## config.mk

```make
export PLATFORM = sky130hd
export DESIGN_NAME = regerr_guard
export DESIGN_NICKNAME = d
export VERILOG_FILES = /design/src/rtl/regerr_pkg.sv /design/src/rtl/regerr_decode.sv /design/src/rtl/regerr_resp.sv /design/src/rtl/regerr_capture.sv /design/src/rtl/regerr_guard.sv
export SDC_FILE = /design/constraint.sdc
export NUM_CORES = 1
export LEC_CHECK = 0
export ABC_AREA = 1
export BUFFER_PORTS_ARGS = -buffer_cell sky130_fd_sc_hd__clkbuf_2
export CAP_MARGIN = 15
export CORE_ASPECT_RATIO = 1.5
export CORE_UTILIZATION = 30
export DETAILED_ROUTE_END_ITERATION = 7
export MAX_ROUTING_LAYER = met4
export SYNTH_ARGS = -nofsm -noshare
export SYNTH_HDL_FRONTEND = slang
export SYNTH_SLANG_ARGS = --single-unit
```

## constraint.sdc

```tcl
create_clock -name clk -period 3.6 [get_ports clk]
set_clock_uncertainty 0.2 [all_clocks]
set_input_delay 0.72 -clock clk [delete_from_list [all_inputs] [get_ports clk]]
set_output_delay 0.72 -clock clk [all_outputs]
set_load 0.03 [all_outputs]
```

## src/rtl/regerr_pkg.sv

```systemverilog
// Shared types for the access error responder.
// Assumes: it is compiled before every other file of the block.
package regerr_pkg;

    // Decoded class of the addressed word.
    typedef enum logic [1:0] {
        CLS_RW  = 2'd0,
        CLS_RO  = 2'd1,
        CLS_GAP = 2'd2
    } cls_e;

    // Cause code kept in the error record (the encoding is visible on st_cause).
    typedef enum logic [1:0] {
        CAUSE_NONE = 2'b00,
        CAUSE_ROWR = 2'b01,
        CAUSE_GAP  = 2'b10
    } cause_e;

    // States of the response sequencer.
    typedef enum logic [1:0] {
        RS_IDLE,
        RS_OK,
        RS_ERR1,
        RS_ERR2
    } rsp_st_e;

endpackage

```

## src/rtl/regerr_decode.sv

```systemverilog
// Address classifier: maps a word address onto read/write, read-only or gap.
// Assumes: the register window and the RAM window do not overlap, and the
// base addresses are word aligned. Purely combinational.
module regerr_decode
    import regerr_pkg::*;
#(
    parameter int                   WA_W      = 14,
    parameter logic [31:0]          REG_BASE  = 32'h0000_0000,
    parameter int                   REG_WORDS = 16,
    parameter logic [REG_WORDS-1:0] REG_VALID = 16'h0FFF,
    parameter logic [REG_WORDS-1:0] REG_RO    = 16'h00F0,
    parameter logic [31:0]          RAM_BASE  = 32'h0000_0100,
    parameter int                   RAM_WORDS = 64
) (
    input  logic [WA_W-1:0] wa,
    output cls_e            cls
);

    localparam logic [31:0] REG_WB = REG_BASE >> 2;
    localparam logic [31:0] RAM_WB = RAM_BASE >> 2;
    localparam logic [31:0] RAM_WE = RAM_WB + 32'(RAM_WORDS);

    logic [31:0]          wa32;
    logic [REG_WORDS-1:0] hit;
    logic                 live_hit;
    logic                 ro_hit;
    logic                 in_ram;

    assign wa32 = {{(32-WA_W){1'b0}}, wa};

    // One comparator per register word.
    for (genvar i = 0; i < REG_WORDS; i++) begin : g_word
        assign hit[i] = (wa32 == REG_WB + 32'(i));
    end

    assign live_hit = |(hit & REG_VALID);
    assign ro_hit   = |(hit & REG_VALID & REG_RO);
    assign in_ram   = (wa32 >= RAM_WB) && (wa32 < RAM_WE);

    // Resolve the class: read-only first, then any live word, then gap.
    always_comb begin
        if (ro_hit)                 cls = CLS_RO;
        else if (live_hit || in_ram) cls = CLS_RW;
        else                        cls = CLS_GAP;
    end

endmodule

```

## src/rtl/regerr_resp.sv

```systemverilog
// Response sequencer: one OKAY cycle, or the two-cycle ERROR pair for an
// illegal AHB read. Read data are registered with the response.
// Assumes: acc is never raised while busy is high.
module regerr_resp
    import regerr_pkg::*;
#(
    parameter int DATA_W = 32
) (
    input  logic              clk,
    input  logic              rst_n,
    input  logic              acc,
    input  logic              is_ahb,
    input  logic              is_write,
    input  logic              legal,
    input  logic [DATA_W-1:0] bk_rdata,
    output logic [DATA_W-1:0] rdata,
    output logic              ready,
    output logic              err,
    output logic              busy
);

    rsp_st_e state;

    // Advance the sequencer and latch the returned read data.
    always_ff @(posedge clk) begin
        if (!rst_n) begin
            state <= RS_IDLE;
            rdata <= '0;
        end else begin
            rdata <= '0;
            if (acc) begin
                if (is_ahb && !is_write && !legal) state <= RS_ERR1;
                else                               state <= RS_OK;
                if (legal && !is_write)            rdata <= bk_rdata;
            end else if (state == RS_ERR1) begin
                state <= RS_ERR2;
            end else begin
                state <= RS_IDLE;
            end
        end
    end

    assign ready = (state == RS_OK) || (state == RS_ERR2);
    assign err   = (state == RS_ERR1) || (state == RS_ERR2);
    assign busy  = (state == RS_ERR1);

    // The first error cycle is always followed by the completing one.
    p_err_pair_r6: assert property (@(posedge clk) disable iff (!rst_n)
        (err && !ready) |=> (err && ready));

    // A completing error cycle never appears without its first half.
    p_err_second_r6: assert property (@(posedge clk) disable iff (!rst_n)
        (err && ready) |-> $past(err && !ready));

endmodule

```

## src/rtl/regerr_capture.sv

```systemverilog
// Error record with lock: keeps the first violation and pulses an event;
// the lock holds the record until err_unlock is pulsed.
// Assumes: flag is already qualified by request acceptance.
module regerr_capture
    import regerr_pkg::*;
#(
    parameter int ADDR_W = 16
) (
    input  logic              clk,
    input  logic              rst_n,
    input  logic              flag,
    input  logic [ADDR_W-1:0] addr,
    input  logic              is_write,
    input  cause_e            cause,
    input  logic              unlock,
    output logic              locked,
    output logic [ADDR_W-1:0] rec_addr,
    output logic              rec_write,
    output cause_e            rec_cause,
    output logic              evt
);

    // Record on the first violation while unlocked, otherwise honour a release.
    always_ff @(posedge clk) begin
        if (!rst_n) begin
            locked    <= 1'b0;
            rec_addr  <= '0;
            rec_write <= 1'b0;
            rec_cause <= CAUSE_NONE;
            evt       <= 1'b0;
        end else begin
            evt <= 1'b0;
            if (flag && !locked) begin
                rec_addr  <= addr;
                rec_write <= is_write;
                rec_cause <= cause;
                locked    <= 1'b1;
                evt       <= 1'b1;
            end else if (unlock) begin
                locked <= 1'b0;
            end
        end
    end

    // An event is only ever seen together with a held lock.
    p_event_locked_r8: assert property (@(posedge clk) disable iff (!rst_n)
        evt |-> locked);

    // Without a release the locked record does not move.
    p_hold_r9: assert property (@(posedge clk) disable iff (!rst_n)
        (locked && !unlock) |=> (locked && $stable(rec_addr) && $stable(rec_cause) && !evt));

    // A release with nothing new to capture leaves the record unlocked.
    p_release_r10: assert property (@(posedge clk) disable iff (!rst_n)
        (locked && unlock) |=> !locked);

endmodule

```

## src/rtl/regerr_guard.sv

```systemverilog
// Top of the access error responder: accepts one request per cycle,
// classifies it, forwards legal accesses to the backend, drives the
// bus-specific response and maintains the locked error record.
// Assumes: bk_rdata is valid combinationally in the cycle bk_rd is high.
module regerr_guard
    import regerr_pkg::*;
#(
    parameter int                   ADDR_W    = 16,
    parameter int                   DATA_W    = 32,
    parameter logic [31:0]          REG_BASE  = 32'h0000_0000,
    parameter int                   REG_WORDS = 16,
    parameter logic [REG_WORDS-1:0] REG_VALID = 16'h0FFF,
    parameter logic [REG_WORDS-1:0] REG_RO    = 16'h00F0,
    parameter logic [31:0]          RAM_BASE  = 32'h0000_0100,
    parameter int                   RAM_WORDS = 64
) (
    input  logic              clk,
    input  logic              rst_n,
    input  logic              req_valid,
    input  logic              req_is_ahb,
    input  logic              req_write,
    input  logic [ADDR_W-1:0] req_addr,
    input  logic [DATA_W-1:0] req_wdata,
    output logic [DATA_W-1:0] rsp_rdata,
    output logic              rsp_ready,
    output logic              rsp_err,
    output logic              bk_rd,
    output logic              bk_wr,
    output logic [ADDR_W-3:0] bk_addr,
    output logic [DATA_W-1:0] bk_wdata,
    input  logic [DATA_W-1:0] bk_rdata,
    output logic              err_event,
    input  logic              err_unlock,
    output logic              st_locked,
    output logic [ADDR_W-1:0] st_addr,
    output logic              st_write,
    output logic [1:0]        st_cause
);

    localparam int WA_W = ADDR_W - 2;

    cls_e   cls;
    cause_e cause;
    cause_e rec_cause;
    logic   busy;
    logic   acc;
    logic   legal;

    regerr_decode #(
        .WA_W      (WA_W),
        .REG_BASE  (REG_BASE),
        .REG_WORDS (REG_WORDS),
        .REG_VALID (REG_VALID),
        .REG_RO    (REG_RO),
        .RAM_BASE  (RAM_BASE),
        .RAM_WORDS (RAM_WORDS)
    ) u_decode (
        .wa  (req_addr[ADDR_W-1:2]),
        .cls (cls)
    );

    // Accept unless the first error cycle is in progress.
    assign acc = req_valid && !busy;

    // Reads are legal on any existing word, writes only on writable ones.
    always_comb begin
        if (req_write) legal = (cls == CLS_RW);
        else           legal = (cls != CLS_GAP);
    end

    // Pick the cause code for a rejected access.
    always_comb begin
        if (cls == CLS_GAP) cause = CAUSE_GAP;
        else                cause = CAUSE_ROWR;
    end

    assign bk_rd    = acc && !req_write && legal;
    assign bk_wr    = acc &&  req_write && legal;
    assign bk_addr  = req_addr[ADDR_W-1:2];
    assign bk_wdata = req_wdata;

    regerr_resp #(
        .DATA_W (DATA_W)
    ) u_resp (
        .clk      (clk),
        .rst_n    (rst_n),
        .acc      (acc),
        .is_ahb   (req_is_ahb),
        .is_write (req_write),
        .legal    (legal),
        .bk_rdata (bk_rdata),
        .rdata    (rsp_rdata),
        .ready    (rsp_ready),
        .err      (rsp_err),
        .busy     (busy)
    );

    regerr_capture #(
        .ADDR_W (ADDR_W)
    ) u_capture (
        .clk       (clk),
        .rst_n     (rst_n),
        .flag      (acc && !legal),
        .addr      (req_addr),
        .is_write  (req_write),
        .cause     (cause),
        .unlock    (err_unlock),
        .locked    (st_locked),
        .rec_addr  (st_addr),
        .rec_write (st_write),
        .rec_cause (rec_cause),
        .evt       (err_event)
    );

    assign st_cause = rec_cause;

    // An error phase only ever starts from an AHB read that the backend did not serve.
    p_err_ahb_read_r4: assert property (@(posedge clk) disable iff (!rst_n)
        (rsp_err && !rsp_ready) |-> $past(req_valid && req_is_ahb && !req_write && !bk_rd));

    // A served read completes with OKAY in the following cycle.
    p_read_ok_r1: assert property (@(posedge clk) disable iff (!rst_n)
        bk_rd |=> (rsp_ready && !rsp_err));

    // Nothing is forwarded to the backend while the first error cycle holds the bus.
    p_no_fwd_busy_r6: assert property (@(posedge clk) disable iff (!rst_n)
        (rsp_err && !rsp_ready) |-> !(bk_rd || bk_wr));

endmodule

```

==> results of run 1 <==
through the flow:
stage	util (%)	power, mW
floorplan	-	0.866
global placement	35.4	0.860
detailed placement	35.4	0.861
CTS	37.3	1.35
global route	37.3	1.39
finish	37.3	1.32
Yosys cell counts, types with 2 or more instances:
cell      number
buf_2          3
nand2_1       31
dfxtp_1       55
nand3_1       10
inv_1         43
nand2_2        2
a21oi_1        4
buf_4         47
inv_2          3
buf_6          4
clkbuf_1       3
nand3b_1       9
nor2_2        10
nor2_1        66
worst min path at each step:
stage | from | to | slack [ns] | depth (start not counted)
floorplan | u_resp.state[1] | u_resp.state[0] | 0.28 | 2
global placement | u_capture.rec_addr[5] | u_capture.rec_addr[5] | 0.26 | 2
detailed placement | u_capture.rec_write | u_capture.rec_write | 0.26 | 2
CTS | u_capture.rec_write | u_capture.rec_write | 0.28 | 2
global route | u_capture.rec_addr[5] | u_capture.rec_addr[5] | 0.30 | 2
finish | u_capture.rec_write | u_capture.rec_write | 0.27 | 2
layout make-up:
cell class                 count  area [um^2]
fill                         843         4800
sequential                    55         1100
tap                          102          128
inverter                      47          179
clock buffer                   5          125
multi-input combinational    141          677
timing repair buffer         125          628
clock inverter                 3         22.5
routing by layer:
| metal | vias to the layer above | share of wire (%) | GRT usage [%] |
|---|---|---|---|
| met1 | 808 | 42 | 13.1 |
| met3 | 26 | 7.5 | 3.18 |
| met2 | 80 | 47 | 21.6 |
| met4 | 0 | 4.0 | 7.67 |
| met5 | - | 0 | - |
| li1 | 985 | - | - |
state kept, by name, summed over array words and instances (netlist names):
signal / count
u_resp.rdata: 32
u_capture.rec_addr: 16
u_capture.rec_cause: 2
u_resp.state: 2
u_capture.evt: 1
u_capture.locked: 1
u_capture.rec_write: 1
cell families after synthesis:
| logic type | after synthesis | synth area share, % |
|---|---|---|
| AOI/OAI and AO/OA | 4 | 0.841 |
| DFF | 55 | 46.2 |
| buffers and inverters | 104 | 25.3 |
| and+or+nand+nor | 137 | 27.6 |
worst max-delay path, cell delays in order:
cell and delay [ns]:
clkbuf_2 0.11, nor2_1 0.11, nand3_1 0.08, nand2_1 0.11, and2_4 0.17, and3_1 0.14, clkbuf_2 0.22
report_power, final:
group / total (mW) / switching [mW] / internal, mW
Combinational: 0.202 / 0.135 / 0.0673
Sequential: 0.641 / 0.0114 / 0.630
Clock: 0.475 / 0.215 / 0.260
Total: 1.32 / 0.361 / 0.958
placed cells by master, fill, tap and decap left out, drive strengths merged:
master / synthesis / layout
clkbuf: 3 / 129
nor2: 78 / 78
dfxtp: 55 / 55
inv: 47 / 48
nand2: 34 / 34
nand3: 11 / 11
nand3b: 9 / 9
a21oi: 4 / 4
nand4: 2 / 2
clkinv: 0 / 2
and2: 1 / 1
and3: 1 / 1
nor3: 1 / 1
buf: 54 / 1
==> flow_summary.json, run 1 <==
{
  "synth.cell_area_um2": 2380,
  "firstDrtPassIters": 4,
  "r2r_slack_ns": 1.97,
  "max_slew_margin_pct": 64.8,
  "place_area_um2": 2710,
  "synth_area_per_cell_um2": 7.94,
  "vias_per_cell": 3.97,
  "cp-endpoint": "bk_rd",
  "startpoint_type": "input port",
  "worst_slew_pin_slew_ns": 0.526,
  "seq_area_frac_synth_pct": 46.2,
  "cts_made_buffers": 5,
  "power_per_cell_area_nw_per_um2": 461,
  "ys.flop_type": "dfxtp_1",
  "cp-startpoint": "req_addr[8]",
  "syn_nets": 386,
  "place_congestion": 0.696,
  "cp_max_fo": 4,
  "post-dp-hpwl_mm": 3.97,
  "final_cells": 478,
  "drive_above_1_share_pct": 41.2,
  "rsz0062_at_grt": "false",
  "max_freq_mhz": 387,
  "grt_max_degree": 33,
  "regToRegStartpoint": "u_resp.state[0]",
  "static-leakage-power_nw": 1.63,
  "clkTransAtPathRegs_ns": 0.07,
  "setup_violations": 0,
  "final_area_um2": 2860,
  "drv_slew": 0,
  "num_vias": 1899,
  "status": "completed",
  "grt_pass1_wl_mm": 7.87,
  "post_cts_resized": 0,
  "die-width_um": 74.7,
  "pre_cts_ws_ns": 0.997,
  "cts_setup_buffers": 0,
  "die_area_um2": 8300,
  "hold_viol_final": 0,
  "synth_top_area_cell": "dfxtp_1",
  "initial_utilization_pct": 31.1,
  "cts-htree-levels": 2,
  "area_delta_synth_final_pct": 20.1,
  "drc": 0,
  "diodes": 0,
  "cts_root_buffer": "clkbuf_16",
  "ioPinCount": 189,
  "gr-total-overflow": 0,
  "clkLatencyLatePin_ns": 0.28,
  "peakVddDrop_uv": 217,
  "period_minus_slack_ns": 2.59,
  "die_y_um": 111,
  "reg2regPathDepth": 6,
  "synth.top_cell.area_share_pct": 46.2,
  "syn_inst": 300,
  "rows": 39,
  "hold_buffers": 0,
  "crit_type": "in2out",
  "antenna_left": 0,
  "cp.required_ns": 2.68,
  "clock_path_buffers": 2,
  "arrival_ns": 1.67,
  "clock-sinks": 55,
  "grt_pass1_vias": 1732,
  "synthTopCellsByArea": "dfxtp_1, buf_4, nor2_1",
  "fin_hold_ws_ns": 0.272,
  "fin_crit_sh_pct": 71.8,
  "ys_ff_latch": 55,
  "async_flop_share_pct": 0,
  "min_path_type": "reg2reg",
  "wirelength_mm": 5.15,
  "numPortBuffers": 124,
  "yosysWarnings": 0,
  "setup_tns_ns": 0,
  "final_nets": 461,
  "cts_tree": "done",
  "final.setup.worst_slack_ns": 1.01,
  "worst_setup_path_end_kind": "output port",
  "dp.cells": 470,
  "max_cap_violations": 0,
  "synth_edf_count": 0,
  "antenna_found_initial": 0,
  "ys_types": 24,
  "drtIter0Drc": 21,
  "r2r_end": "u_resp.rdata[29]",
  "core_um2": 7660,
  "gr-usage-all-layers_pct": 12.9,
  "wl_per_cell_um": 10.8
}
(Power assumes the default switching activity.)
==> run 2: changes to the inputs <==
--- a/config.mk
+++ b/config.mk
@@ -12,6 +12,7 @@
 export CORE_UTILIZATION = 30
 export DETAILED_ROUTE_END_ITERATION = 7
 export MAX_ROUTING_LAYER = met4
+export PLACE_DENSITY = 0.66
 export SYNTH_ARGS = -nofsm -noshare
 export SYNTH_HDL_FRONTEND = slang
 export SYNTH_SLANG_ARGS = --single-unit
==> constraint.sdc (replaced) <==
create_clock -name clk -period 2.3 [get_ports clk]
set_clock_uncertainty 0.2 [all_clocks]
set_input_delay 0.46 -clock clk [delete_from_list [all_inputs] [get_ports clk]]
set_output_delay 0.46 -clock clk [all_outputs]
set_load 0.03 [all_outputs]
==> run 2 against run 1 <==
- combinational power grew 57%
- sequential share of layout area shrank 0.25 points
- worst hold slack lost 0.11 ns
- worst setup slack lost 0.81 ns
==> flow_summary.json, run 2 (same netlist as run 1, synthesis figures left out) <==
{
  "power_frac_comb_pct": 15.2,
  "cp_max_fo": 3,
  "drtIter0Drc": 44,
  "antenna_left": 0,
  "cp.required_ns": 1.64,
  "crit_type": "in2out",
  "firstDrtPassIters": 4,
  "largest_reg_flops": 32,
  "core_um2": 7660,
  "wl_per_cell_um": 10.9,
  "crit_slowest_cell": "clkbuf_2",
  "swShare_pct": 28.0,
  "wl_met3_um": 399,
  "numPortBuffers": 124,
  "period_minus_slack_ns": 2.09,
  "fin_hold_ws_ns": 0.161,
  "drc": 0,
  "wirelength_mm": 5.24,
  "total_power_mw": 2.09,
  "grt_pass1_vias": 1828,
  "area_delta_synth_final_pct": 20.9,
  "setup_violations": 0,
  "hold_viol_final": 0,
  "gr-total-overflow": 0,
  "min_path_type": "in2reg",
  "pwr-share-seq_pct": 48.0,
  "gr-usage-all-layers_pct": 13.8,
  "final.setup.worst_slack_ns": 0.207,
  "post-dp-hpwl_mm": 4.11,
  "r2r_slack_ns": 0.65,
  "vias_per_cell": 3.98,
  "wl_met1_mm": 2.00,
  "diodes": 0,
  "ioPinCount": 189,
  "post_cts_resized": 0,
  "cts_root_buffer": "clkbuf_16",
  "grt_pass1_wl_mm": 8.50,
  "num_vias": 1908,
  "final_cell_mix": "clkbuf_2, nor2_1, dfxtp_1, inv_1, nand2_1",
  "cts-htree-levels": 2,
  "p_clk_share_pct": 36.8,
  "status": "completed",
  "reg2regPathDepth": 6,
  "crit_cells": 7,
  "cp_num_buf_inv": 2,
  "final_common_cell": "clkbuf_2",
  "worst_setup_path_end_kind": "output port",
  "max_flop_register": "u_resp.rdata",
  "power.internal_mw": 1.51,
  "static-leakage-power_nw": 1.63,
  "reg_top3": "u_resp.rdata x32, u_capture.rec_addr x16",
  "p_sw_mw": 0.585,
  "rsz0062_at_grt": "false",
  "die-width_um": 74.7,
  "place_congestion": 0.695,
  "max_stage_delay_ns": 0.21,
  "arrival_ns": 1.43,
  "max_freq_mhz": 478,
  "cp_common_cell": "clkbuf_2",
  "clkTransAtPathRegs_ns": 0.07,
  "worst_slew_pin_slew_ns": 0.513,
  "max_slew_margin_pct": 65.7,
  "cts_tree": "done",
  "grt_max_degree": 33,
  "die_y_um": 111,
  "dr_wl_met2_mm": 2.56,
  "drv_slew": 0,
  "power_per_cell_area_nw_per_um2": 727,
  "final_util_pct": 37.6,
  "cp_cell_sequence": "clkbuf_2 > nor2_1 > nand2_1 > nor2_4 > and2_4 > and3_1 > clkbuf_2",
  "die_area_um2": 8300,
  "pre_cts_ws_ns": 0.201,
  "cts_setup_buffers": 0,
  "min_delay_path_depth": 3,
  "hold_buffers": 0,
  "setup_tns_ns": 0,
  "cts_made_buffers": 5,
  "peakVddDrop_uv": 345,
  "antenna_found_initial": 0,
  "startpoint_type": "input port",
  "initial_utilization_pct": 31.1,
  "clkLatencyLatePin_ns": 0.29,
  "cpLargestDelayFamily": "simple AND/OR/NAND/NOR gates",
  "fin_crit_sh_pct": 91.0,
  "drive_above_1_share_pct": 41.6,
  "highest_layer": "met4",
  "final_nets": 462,
  "clock-sinks": 55,
  "clock_path_buffers": 2,
  "max_cap_violations": 0,
  "rows": 39
}
run 2: cell count changes in the layout (fill, tap and decap cells not counted):
cell,previous run,this run
buf_4,1,2
nor3_2,0,1
clkinv_4,1,2
clkinv_2,1,0
inv_6,1,0
inv_8,0,1
nor3_1,1,0
run 2: metal layers:
metal	vias to the layer above	global-route usage (%)
met5	-	-
met4	0	8.18
met3	37	3.36
met2	76	22.5
met1	812	14.5
li1	983	-
run 2: final timing paths:
| path | to | startpoint |
|---|---|---|
| worst max-delay path | bk_rd | req_addr[12] |
| worst min-delay path | u_resp.rdata[29] | bk_rdata[29] |
| worst max register to register | u_resp.rdata[11] | u_resp.state[0] |
| worst min register to register | u_capture.rec_cause[0] | u_capture.rec_cause[0] |
run 2: power groups by stage:
stage	logic [mW]	clock network, mW	registers (mW)
after global routing	0.355	0.852	1.01
after detailed placement	0.324	0	1.03
final	0.318	0.771	1.00
after floorplan	0.267	0	1.09
after global placement	0.322	0	1.03
after CTS	0.325	0.801	1.00
run 2: tightest hold or removal path, stage by stage:
cell and delay, ns:
clkbuf_2 0.08, inv_1 0.04, nor2_1 0.03
run 2: through the flow:
stage | cell area (um^2) | cells
after detailed placement | 2730 | 471
after CTS | 2880 | 479
after floorplan | 2390 | 300
after global placement | 2730 | 471
after global routing | 2880 | 479
final | 2880 | 479
run 2: area by class of cell:
type                            instances  area, um^2
Clock buffer                            5         125
Clock inverter                          3        28.8
Fill cell                             848        4780
Inverter                               47         179
Multi-Input combinational cell        141         682
Sequential cell                        55        1100
Tap cell                              102         128
Timing Repair Buffer                  126         636
==> run 3: changes to the inputs <==
==> constraint.sdc (replaced) <==
create_clock -name clk -period 1.8 [get_ports clk]
set_clock_uncertainty 0.2 [all_clocks]
set_input_delay 0.36 -clock clk [delete_from_list [all_inputs] [get_ports clk]]
set_output_delay 0.36 -clock clk [all_outputs]
set_load 0.03 [all_outputs]
==> run 3 against run 2 <==
- combinational power up 40%
- worst setup slack worse by 0.18 ns
- sequential share of layout area down 2.4 points
- power up 28%
- non-clock buffer count up 14
==> flow_summary.json, run 3 (same netlist as run 1, synthesis figures left out) <==
{
  "status": "completed",
  "final.setup.worst_slack_ns": 0.0299,
  "final_cells": 493,
  "cts-htree-levels": 2,
  "wl_per_cell_um": 11.2,
  "worst_setup_path_end_kind": "output port",
  "cp.required_ns": 1.24,
  "cp_cell_sequence": "buf_8 > nor2_4 > nand2_2 > nor2_4 > and2_4 > and3_4 > buf_8",
  "final_util_pct": 40.1,
  "num_vias": 2022,
  "crit_slowest_cell": "and3_4",
  "max_flop_register": "u_resp.rdata",
  "worst_slew_pin_slew_ns": 0.300,
  "gr-usage-all-layers_pct": 13.8,
  "regToRegStartpoint": "u_resp.state[0]",
  "largest_reg_flops": 32,
  "cts_root_buffer": "clkbuf_16",
  "cp_num_buf_inv": 2,
  "drive_above_1_share_pct": 45.8,
  "cts_tree": "done",
  "initial_utilization_pct": 31.1,
  "area_delta_synth_final_pct": 29.1,
  "core_um2": 7660,
  "numPortBuffers": 124,
  "post-dp-hpwl_mm": 4.28,
  "r2r_end": "u_capture.rec_addr[0]",
  "min_path_type": "in2reg",
  "rsz0062_at_grt": "true",
  "arrival_ns": 1.21,
  "reg_top3": "u_resp.rdata x32, u_capture.rec_addr x16",
  "drv_slew": 0,
  "crit_cells": 7,
  "crit_type": "in2out",
  "clock-sinks": 55,
  "max_freq_mhz": 565,
  "peakVddDrop_uv": 403,
  "antenna_found_initial": 0,
  "final_nets": 476,
  "fin_crit_sh_pct": 98.3,
  "min_delay_path_depth": 3,
  "die-width_um": 74.7,
  "rows": 39,
  "static-leakage-power_nw": 1.72,
  "setup_violations": 0,
  "gr-total-overflow": 0,
  "dp.cells": 482,
  "drc": 0,
  "hold_buffers": 0,
  "wirelength_mm": 5.51,
  "die_area_um2": 8300,
  "die_y_um": 111,
  "clkTransAtPathRegs_ns": 0.07,
  "diodes": 0,
  "reg2regPathDepth": 9,
  "cts_made_buffers": 5,
  "r2r_slack_ns": 0.18,
  "grt_pass1_wl_mm": 8.50,
  "cpLargestDelayFamily": "simple AND/OR/NAND/NOR gates",
  "worstHoldEndpoint": "u_resp.rdata[24]",
  "max_stage_delay_ns": 0.17,
  "place_congestion": 0.732,
  "drtIter0Drc": 97,
  "grt_pass1_vias": 1882,
  "max_cap_violations": 0,
  "grt_max_degree": 33,
  "cp_max_fo": 3,
  "ioPinCount": 189,
  "period_minus_slack_ns": 1.77,
  "final_common_cell": "clkbuf_2",
  "final_cell_mix": "clkbuf_2, nor2_1, dfxtp_1, inv_1, nand2_1",
  "startpoint_type": "input port",
  "hp-start": "bk_rdata[24]",
  "clkLatencyLatePin_ns": 0.29,
  "antenna_left": 0,
  "firstDrtPassIters": 4,
  "max_slew_margin_pct": 80.0,
  "clock_path_buffers": 2,
  "pre_cts_ws_ns": -0.0813,
  "power_per_cell_area_nw_per_um2": 873,
  "vias_per_cell": 4.10,
  "setup_tns_ns": 0,
  "hold_viol_final": 0
}
run 3: changes by cell type in the layout (fill, tap and decap cells not counted), sizes merged:
cell      before  now
clkinv         2    0
buf            2   22
clkbuf       129  124
clkinvlp       0    1
run 3: cell type report:
| class | instances | area (um^2) |
|---|---|---|
| Tap cell | 102 | 128 |
| Timing Repair Buffer | 140 | 795 |
| Fill cell | 822 | 4590 |
| Inverter | 47 | 181 |
| Clock buffer | 6 | 129 |
| Clock inverter | 2 | 16.3 |
| Sequential cell | 55 | 1100 |
| Multi-Input combinational cell | 141 | 723 |
run 3: worst register-to-register path, delay by kind of cell (launching register included):
kind / cells / cell delay (ns)
and+or+nand+nor: 6 / 0.66
buffers and inverters: 3 / 0.37
DFF: 1 / 0.32
run 3: layer usage:
layer  global-route usage, %  wire length, um  vias up
met2                    24.1             2930       74
met4                    7.67              203        0
met3                    4.36              471       31
li1                        -                -     1010
met1                    12.6             1900      907
met5                       -                0        -
run 3: worst max path at each step:
| stage | endpoint | slack (ns) | from |
|---|---|---|---|
| 2_1_floorplan | bk_wr | 0.04 | req_addr[12] |
| 3_3_place_gp | bk_rd | -0.08 | req_addr[8] |
| 3_5_place_dp | bk_rd | -0.08 | req_addr[8] |
| 4_1_cts | bk_rd | -0.01 | req_addr[14] |
| 5_1_grt | bk_rd | -0.03 | req_addr[4] |
| 6_report | bk_rd | 0.03 | req_addr[15] |
run 3: repair_timing:
item | in CTS | in global routing
setup endpoints to repair | 2 | 2
pin swaps | 1 | 5
gates resized for setup | 8 | 19
buffers inserted | 2 | 1
endpoints found under the hold margin | 0 | 0
run 3: through the flow:
| step | instance area [um^2] | hold slack (ns) | power, mW |
|---|---|---|---|
| detailed placement | 2830 | 0.257 | 1.74 |
| finish | 3070 | 0.0554 | 2.68 |
| global route | 3070 | 0.0573 | 2.82 |
| global placement | 2830 | 0.255 | 1.74 |
| floorplan | 2390 | 0.272 | 1.73 |
| CTS | 3010 | 0.0446 | 2.73 |
run 3: where the power goes:
part	internal, mW	switching, mW
combinational	0.160	0.283
clock	0.522	0.434
sequential	1.26	0.0247
total	1.94	0.742
